===== config.mk =====
export PLATFORM = sky130hd
export DESIGN_NAME = byte_dio_bridge
export DESIGN_NICKNAME = d
export VERILOG_FILES = /design/src/rtl/byte_dio_bridge.sv
export SDC_FILE = /design/constraint.sdc
export NUM_CORES = 1
export LEC_CHECK = 0
export BUFFER_PORTS_ARGS = -buffer_cell sky130_fd_sc_hd__buf_2
export CORE_ASPECT_RATIO = 1.1
export CORE_MARGIN = 1
export CORE_UTILIZATION = 46
export DETAILED_ROUTE_END_ITERATION = 16
export PLACE_DENSITY = 0.85
export SLEW_MARGIN = 20
export SYNTH_ARGS = -nofsm -noshare
export SYNTH_HDL_FRONTEND = slang
export SYNTH_SLANG_ARGS = --single-unit

===== constraint.sdc =====
create_clock -name clk -period 1.8 [get_ports clk]
set_input_delay 0.18 -clock clk [delete_from_list [all_inputs] [get_ports clk]]
set_output_delay 0.18 -clock clk [all_outputs]
set_load 0.005 [all_outputs]

===== src/rtl/byte_dio_bridge.sv =====
module byte_dio_bridge #(
  parameter int ADDR_W      = 16,
  parameter int DATA_W      = 32,
  parameter int ACK_TIMEOUT = 1024
) (
  input  logic              clk,
  input  logic              rst_n,
  input  logic              start,
  output logic              busy,
  output logic              done,
  output logic              rate_err,
  output logic              ch_req,
  output logic              ch_wr,
  output logic [7:0]        ch_wdata,
  input  logic [7:0]        ch_rdata,
  input  logic              ch_ack,
  output logic              dio_req,
  output logic              dio_we,
  output logic [ADDR_W-1:0] dio_addr,
  output logic [DATA_W-1:0] dio_wdata,
  input  logic [DATA_W-1:0] dio_rdata,
  input  logic [1:0]        dio_st,
  input  logic              dio_ack
);
  localparam int NA   = ADDR_W / 8;
  localparam int NB   = DATA_W / 8;
  localparam int NMAX = (NA > NB) ? NA : NB;
  localparam int CW   = $clog2(NMAX) + 1;
  localparam int TW   = $clog2(ACK_TIMEOUT + 1);

  typedef enum logic [3:0] {
    S_IDLE, S_ORDER, S_HDR, S_CTL, S_ADR, S_WD, S_BUS, S_RD, S_OPST
  } state_t;

  state_t            state;
  logic [CW-1:0]     cnt;
  logic [TW-1:0]     tmo;
  logic [ADDR_W-1:0] addr_q;
  logic [DATA_W-1:0] data_q;
  logic [1:0]        st_q;
  logic              is_rd, is_last, done_q, err_q;

  always_ff @(posedge clk) begin
    if (!rst_n) begin
      state   <= S_IDLE;
      cnt     <= '0;
      tmo     <= '0;
      addr_q  <= '0;
      data_q  <= '0;
      st_q    <= 2'b00;
      is_rd   <= 1'b0;
      is_last <= 1'b0;
      done_q  <= 1'b0;
      err_q   <= 1'b0;
    end else begin
      done_q <= 1'b0;
      case (state)
        S_IDLE: if (start) begin
          err_q <= 1'b0;
          state <= S_ORDER;
        end
        S_ORDER: if (ch_ack) state <= S_HDR;
        S_HDR:   if (ch_ack) state <= S_CTL;
        S_CTL: if (ch_ack) begin
          is_rd   <= ch_rdata[0];
          is_last <= ch_rdata[7];
          cnt     <= '0;
          state   <= S_ADR;
        end
        S_ADR: if (ch_ack) begin
          addr_q <= {addr_q[ADDR_W-9:0], ch_rdata};
          cnt    <= cnt + 1'b1;
          if (cnt == CW'(NA - 1)) begin
            cnt   <= '0;
            tmo   <= '0;
            state <= is_rd ? S_BUS : S_WD;
          end
        end
        S_WD: if (ch_ack) begin
          data_q <= {data_q[DATA_W-9:0], ch_rdata};
          cnt    <= cnt + 1'b1;
          if (cnt == CW'(NB - 1)) begin
            cnt   <= '0;
            tmo   <= '0;
            state <= S_BUS;
          end
        end
        S_BUS: begin
          if (dio_ack) begin
            st_q <= dio_st;
            cnt  <= '0;
            if (is_rd) begin
              data_q <= dio_rdata;
              state  <= S_RD;
            end else if (is_last) begin
              state  <= S_IDLE;
              done_q <= 1'b1;
            end else begin
              state <= S_OPST;
            end
          end else if (tmo == TW'(ACK_TIMEOUT - 1)) begin
            err_q  <= 1'b1;
            done_q <= 1'b1;
            state  <= S_IDLE;
          end else begin
            tmo <= tmo + 1'b1;
          end
        end
        S_RD: if (ch_ack) begin
          data_q <= {data_q[DATA_W-9:0], 8'h00};
          cnt    <= cnt + 1'b1;
          if (cnt == CW'(NB - 1)) begin
            if (is_last) begin
              state  <= S_IDLE;
              done_q <= 1'b1;
            end else begin
              state <= S_OPST;
            end
          end
        end
        S_OPST: if (ch_ack) state <= S_CTL;
        default: state <= S_IDLE;
      endcase
    end
  end

  assign busy      = (state != S_IDLE);
  assign done      = done_q;
  assign rate_err  = err_q;
  assign ch_req    = state inside {S_ORDER, S_HDR, S_CTL, S_ADR, S_WD, S_RD, S_OPST};
  assign ch_wr     = state inside {S_HDR, S_RD, S_OPST};
  assign ch_wdata  = (state == S_RD) ? data_q[DATA_W-1 -: 8] : {4'b0000, st_q, 2'b00};
  assign dio_req   = (state == S_BUS);
  assign dio_we    = !is_rd;
  assign dio_addr  = addr_q;
  assign dio_wdata = data_q;
endmodule


After elaboration in Yosys (flattened, before gate mapping)
Cells that the tools add are included.
Storage, ports and cells
  word-level logic and storage cells: 105
  ROM bits: 0
  memory bits (writable): 0
  output and inout bits: 63
  memories kept: 0
  latch bits: 0
  input bits: 47
  register bits: 72
Operators by class
  equal/unequal tests: 27
  multiplexer cells: 48
  $add $sub $neg: 2
  reduce and logical (&&, ||, !) cells: 18
  multipliers: 0
  divide/modulo/power cells: 0
  shift-type cells: 0
  order comparisons: 0
  bitwise operators: 0
Operator list (number)
  $mux W32: 4
  $pmux W32 S3: 1
  $mux W11: 6
  $mux W4: 14
  $pmux W11 S3: 1
  $pmux W4 S8: 1
  $ne A2 B2 Y1 const B: 11
  $mux W3: 7
  $eq A4 B3 Y1 const B: 4
  $pmux W3 S5: 1
  $add A11 B1 Y11 const B: 1
  $eq A11 B10 Y1 const B: 1
  $reduce_and A11 Y1: 1
  $mux W1: 9
  $reduce_bool A3 Y1: 3
  $eq A4 B2 Y1 const B: 2
  $mux W8: 1
  $ne A2 B1 Y1 const B: 4
  $reduce_and A7 Y1: 1
  $reduce_bool A7 Y1: 1
  $reduce_and A2 Y1: 3
  $reduce_and A6 Y1: 1
  $reduce_and A5 Y1: 1
  $reduce_bool A5 Y1: 1
  14 further kinds: 15

Logic depth before layout (Yosys ltp)
  depth in word-level cells: 4
  gate-level depth with buffers: 8
  depth with buffers taken out: 7

Worst setup path before layout
No wires, ideal clock.
  path kind: flip-flop to flip-flop
  start: register tmo[0]
  end: register state[0]
  stages on the path, launching flop included: 7
  slack: 0.103 ns
  arrival: 1.625 ns
  clock period less this slack: 1.697 ns
  required time: 1.728 ns
  setup time: 0.072 ns
  buffers on the path: 0
  path through: dfxtp_1 -> ha_1 -> nand3_2 -> nor4_4 -> nor2_2 -> a211oi_4 -> mux2i_1
Between the ends
  word-level cells in the longest chain between the ends: 3
RTL lines
  from (decl): RTL line 37  | logic [TW-1:0] tmo;
  from (signal assigned): RTL line 106  | tmo <= tmo + 1'b1;
  $eq A11 B10 Y1: RTL line 101  | end else if (tmo == TW'(ACK_TIMEOUT - 1)) begin
  $ne A3 B1 Y1 (no source line)
  $reduce_and A11 Y1 (no source line)
  to (signal assigned): RTL line 76  | state <= is_rd ? S_BUS : S_WD;
  to (decl): RTL line 35  | state_t state;
Every way passes these cells.
A chain may end at the register's enable or synchronous reset.

Worst setup path in the final report
  start: register state[1]
  end: output ch_wdata[1]
Between the ends
  word-level cells in the longest chain between the ends: 2
RTL lines
  $eq A4 B3 Y1: RTL line 132  | assign ch_wdata = (state == S_RD) ? data_q[DATA_W-1 -: 8] : {4'b0000, st_q, 2'b00};
  $mux W8: RTL line 132
  to (decl): RTL line 14  | output logic [7:0] ch_wdata,
Every way passes these cells.

==> flow_metrics.py <==
metrics = {
    "worst_setup_path": {
        "cp_num_buf_inv": 2,
        "ff2ff_path_depth": 6,
        "cp_slowest_cell": "dfxtp_4",
        "path_depth": 5,
        "cp.arrival_ns": 1.59,
        "cp-start-kind": "flip-flop",
        "critical_path.top_delay_family": "simple AND/OR/NAND/NOR gates",
        "rr_startpoint": "tmo[1]",
        "critPathMaxFanout": 10,
        "slowest_delay_ns": 0.41,
        "worstPathCellList": "nor2b_2 > and3_4 > buf_4 > and2_1 > buf_2",
        "critPathRequiredTime_ns": 1.62,
        "path_class": "flip-flop to output pin",
        "cp-end-kind": "output pin",
        "crit_start": "state[1]",
    },
    "timing": {
        "slew_viol_final": 0,
        "max_freq_ghz": 0.5653,
        "skew_ns": 0.009220,
        "setup_viol": 0,
        "worst_pin_slew_ns": 0.5489,
        "final.period_utilization_pct": 98.28,
        "max-slew-margin-rel_pct": 63.40,
        "period_needed_ns": 1.769,
        "rsz0062_at_grt": "true",
        "hold_violations": 0,
        "tns_ns": 0,
    },
    "synthesis": {
        "ys_types": 49,
        "yosys_warnings": 0,
        "syn-num-nets": 465,
        "synth_common_cells": "dfxtp_1, nand2_1, nor2_1",
        "yosysMostFrequentCell": "dfxtp_1",
        "post-synth-top-area-fraction_pct": 41.26,
        "synth_edf_count": 0,
        "synthArstFlopShare_pct": 0,
        "synthTopCellsByArea": "dfxtp_1, mux2i_1, a211oi_1",
        "ys_seq_area_share_pct": 41.26,
        "synth_ff_type": "dfxtp_1",
        "synth_top_cell_by_area": "dfxtp_1",
        "syn_area_um2": 3493,
        "syn_avg_cell_area_um2": 8.458,
        "syn_inst": 413,
        "synth_seq_cells": 72,
    },
    "detailed_routing": {
        "drtAntennaViolNets": 0,
        "num_vias": 3453,
        "dr.pass1.iters": 4,
        "drtIter0Drc": 136,
        "post-route-drc-count": 0,
        "via_per_inst": 5.534,
        "post_drt_wl_per_cell_um": 14.73,
        "finalWirelength_um": 9189,
    },
    "finish": {
        "seq_area_um2": 1456,
        "final_cells": 624,
        "drive_gt1_share_pct": 33.58,
        "utilization_pct": 62.66,
        "multi_input_area_um2": 1912,
        "n_fill_cell": 615,
        "nets": 586,
        "antenna_cells": 0,
        "final_area_um2": 4491,
        "syn2layout_area_growth_pct": 28.55,
    },
    "floorplan": {
        "die_w_um": 85.09,
        "die_h_um": 93.40,
        "start_util_pct": 48.74,
        "dieArea_um2": 7947,
        "placeableCoreArea_um2": 7167,
        "row_count": 32,
        "pin_count": 110,
    },
    "min_path": {
        "hold_path_depth": 3,
        "min_from": "ch_rdata[5]",
        "hold_class": "primary input to flip-flop",
    },
    "cts": {
        "cts_sinks": 72,
        "cts_tree": "built",
        "clock_path_buffers": 2,
        "clk_pin_slew_worst_paths_ns": 0.08,
        "cts_root_buffer": "clkbuf_8",
        "cts_max_level": 3,
        "clk-insertion-delay-late_ns": 0.35,
        "ctsHoldBuffers": 0,
        "cts_buffers": 9,
    },
    "global_routing": {
        "antenna_found_initial": 0,
        "first_global_vias": 3104,
        "grtUsageTotal_pct": 22.68,
        "grt_pass1_wl_um": 14130,
        "grt_start_max_net_pins": 33,
        "gr-total-overflow": 0,
    },
    "power_and_ir_drop": {
        "p_leak_uw": 0.001809,
        "max-vdd-ir-drop_uv": 408.8,
        "power_uw": 3656,
        "power_density_nw_per_um2": 814.3,
    },
    "place": {
        "placed_cells": 605,
        "port_buffers": 109,
        "place_area_um2": 4248,
        "dpl.hpwl_um": 6590,
        "place.gp.congestion": 0.8460,
    },
    "status": {
        "outcome": "completed",
    },
    "run": {
        "drv_cap": 0,
    },
}
placed cells by master (no fill, tap or decap), types with 3 or more instances in the layout:
cell      count
a31oi_1       7
nor2_1       40
nand4_1       5
dfxtp_2       6
nand3_1      10
buf_2       109
dfxtp_1      64
nand2b_1      5
mux2i_1      30
and3_1        4
o21ai_0      14
clkbuf_8      9
o22ai_1       3
a211oi_1     34
nand2_1      59
a22oi_1       8
buf_4        29
a21oi_1      31
inv_1        10
ha_1          4
and2_1        8
metal layers:
metal | track usage (%) | wire length [µm]
met1 | 26.89 | 3932
met2 | 38.78 | 4604
met3 | 4.943 | 495
met4 | 11.02 | 157
met5 | 0 | 0
cell type report:
class | instances | area share, %
Inverter | 11 | 0.9195
Clock inverter | 6 | 0.9752
Timing Repair Buffer | 140 | 17.89
Tap cell | 85 | 2.368
Clock buffer | 10 | 2.842
Multi-Input combinational cell | 300 | 42.57
Sequential cell | 72 | 32.43
sequential cells by signal, indices dropped and copies added, names as in the netlist, 2 cells and up:
name	flops
st_q	2
tmo	11
state	4
dio_wdata	32
cnt	3
dio_addr	16
timing repair:
action,in CTS,in global routing
resized for setup,9,8
endpoints found under the setup margin,14,31
buffers inserted,0,2
gates cloned,0,1
pin swaps,1,4
kinds of logic after synthesis:
kind of cell | after synthesis | synth area share, %
flip-flops | 72 | 41.26
adder cells (fa/ha/maj) | 5 | 1.791
multiplexers | 30 | 8.596
buffers and inverters | 42 | 5.408
AO/OA/AOI/OAI | 115 | 22.31
AND/OR/NAND/NOR | 148 | 20.38
XOR/XNOR | 1 | 0.2508
metrics by stage:
stage | setup slack (ns) | hold slack, ns
6_report | 0.03090 | 0.08905
5_1_grt | -0.04686 | 0.07464
4_1_cts | 0.008769 | 0.07581
3_5_place_dp | -0.006153 | 0.4462
3_3_place_gp | 0.06929 | 0.4402
2_1_floorplan | 0.1034 | 0.3160
worst paths after layout:
path             endpoint  slack (ns)
min           dio_addr[5]        0.09
max           ch_wdata[1]        0.03
max reg2reg      state[0]        0.08
min reg2reg  dio_addr[13]        0.46
report_power, final:
group / switching [µW] / leakage [µW] / internal [µW]
logic: 405 / 0.00114 / 391
registers: 86.1 / 0.000585 / 1650
clock network: 624 / 0.0000866 / 505
worst min-delay path, stage by stage:
cell and delay (ns):
buf_2 0.11, nand2_1 0.05, a21oi_1 0.05
Power figures use the tool's default switching activity.
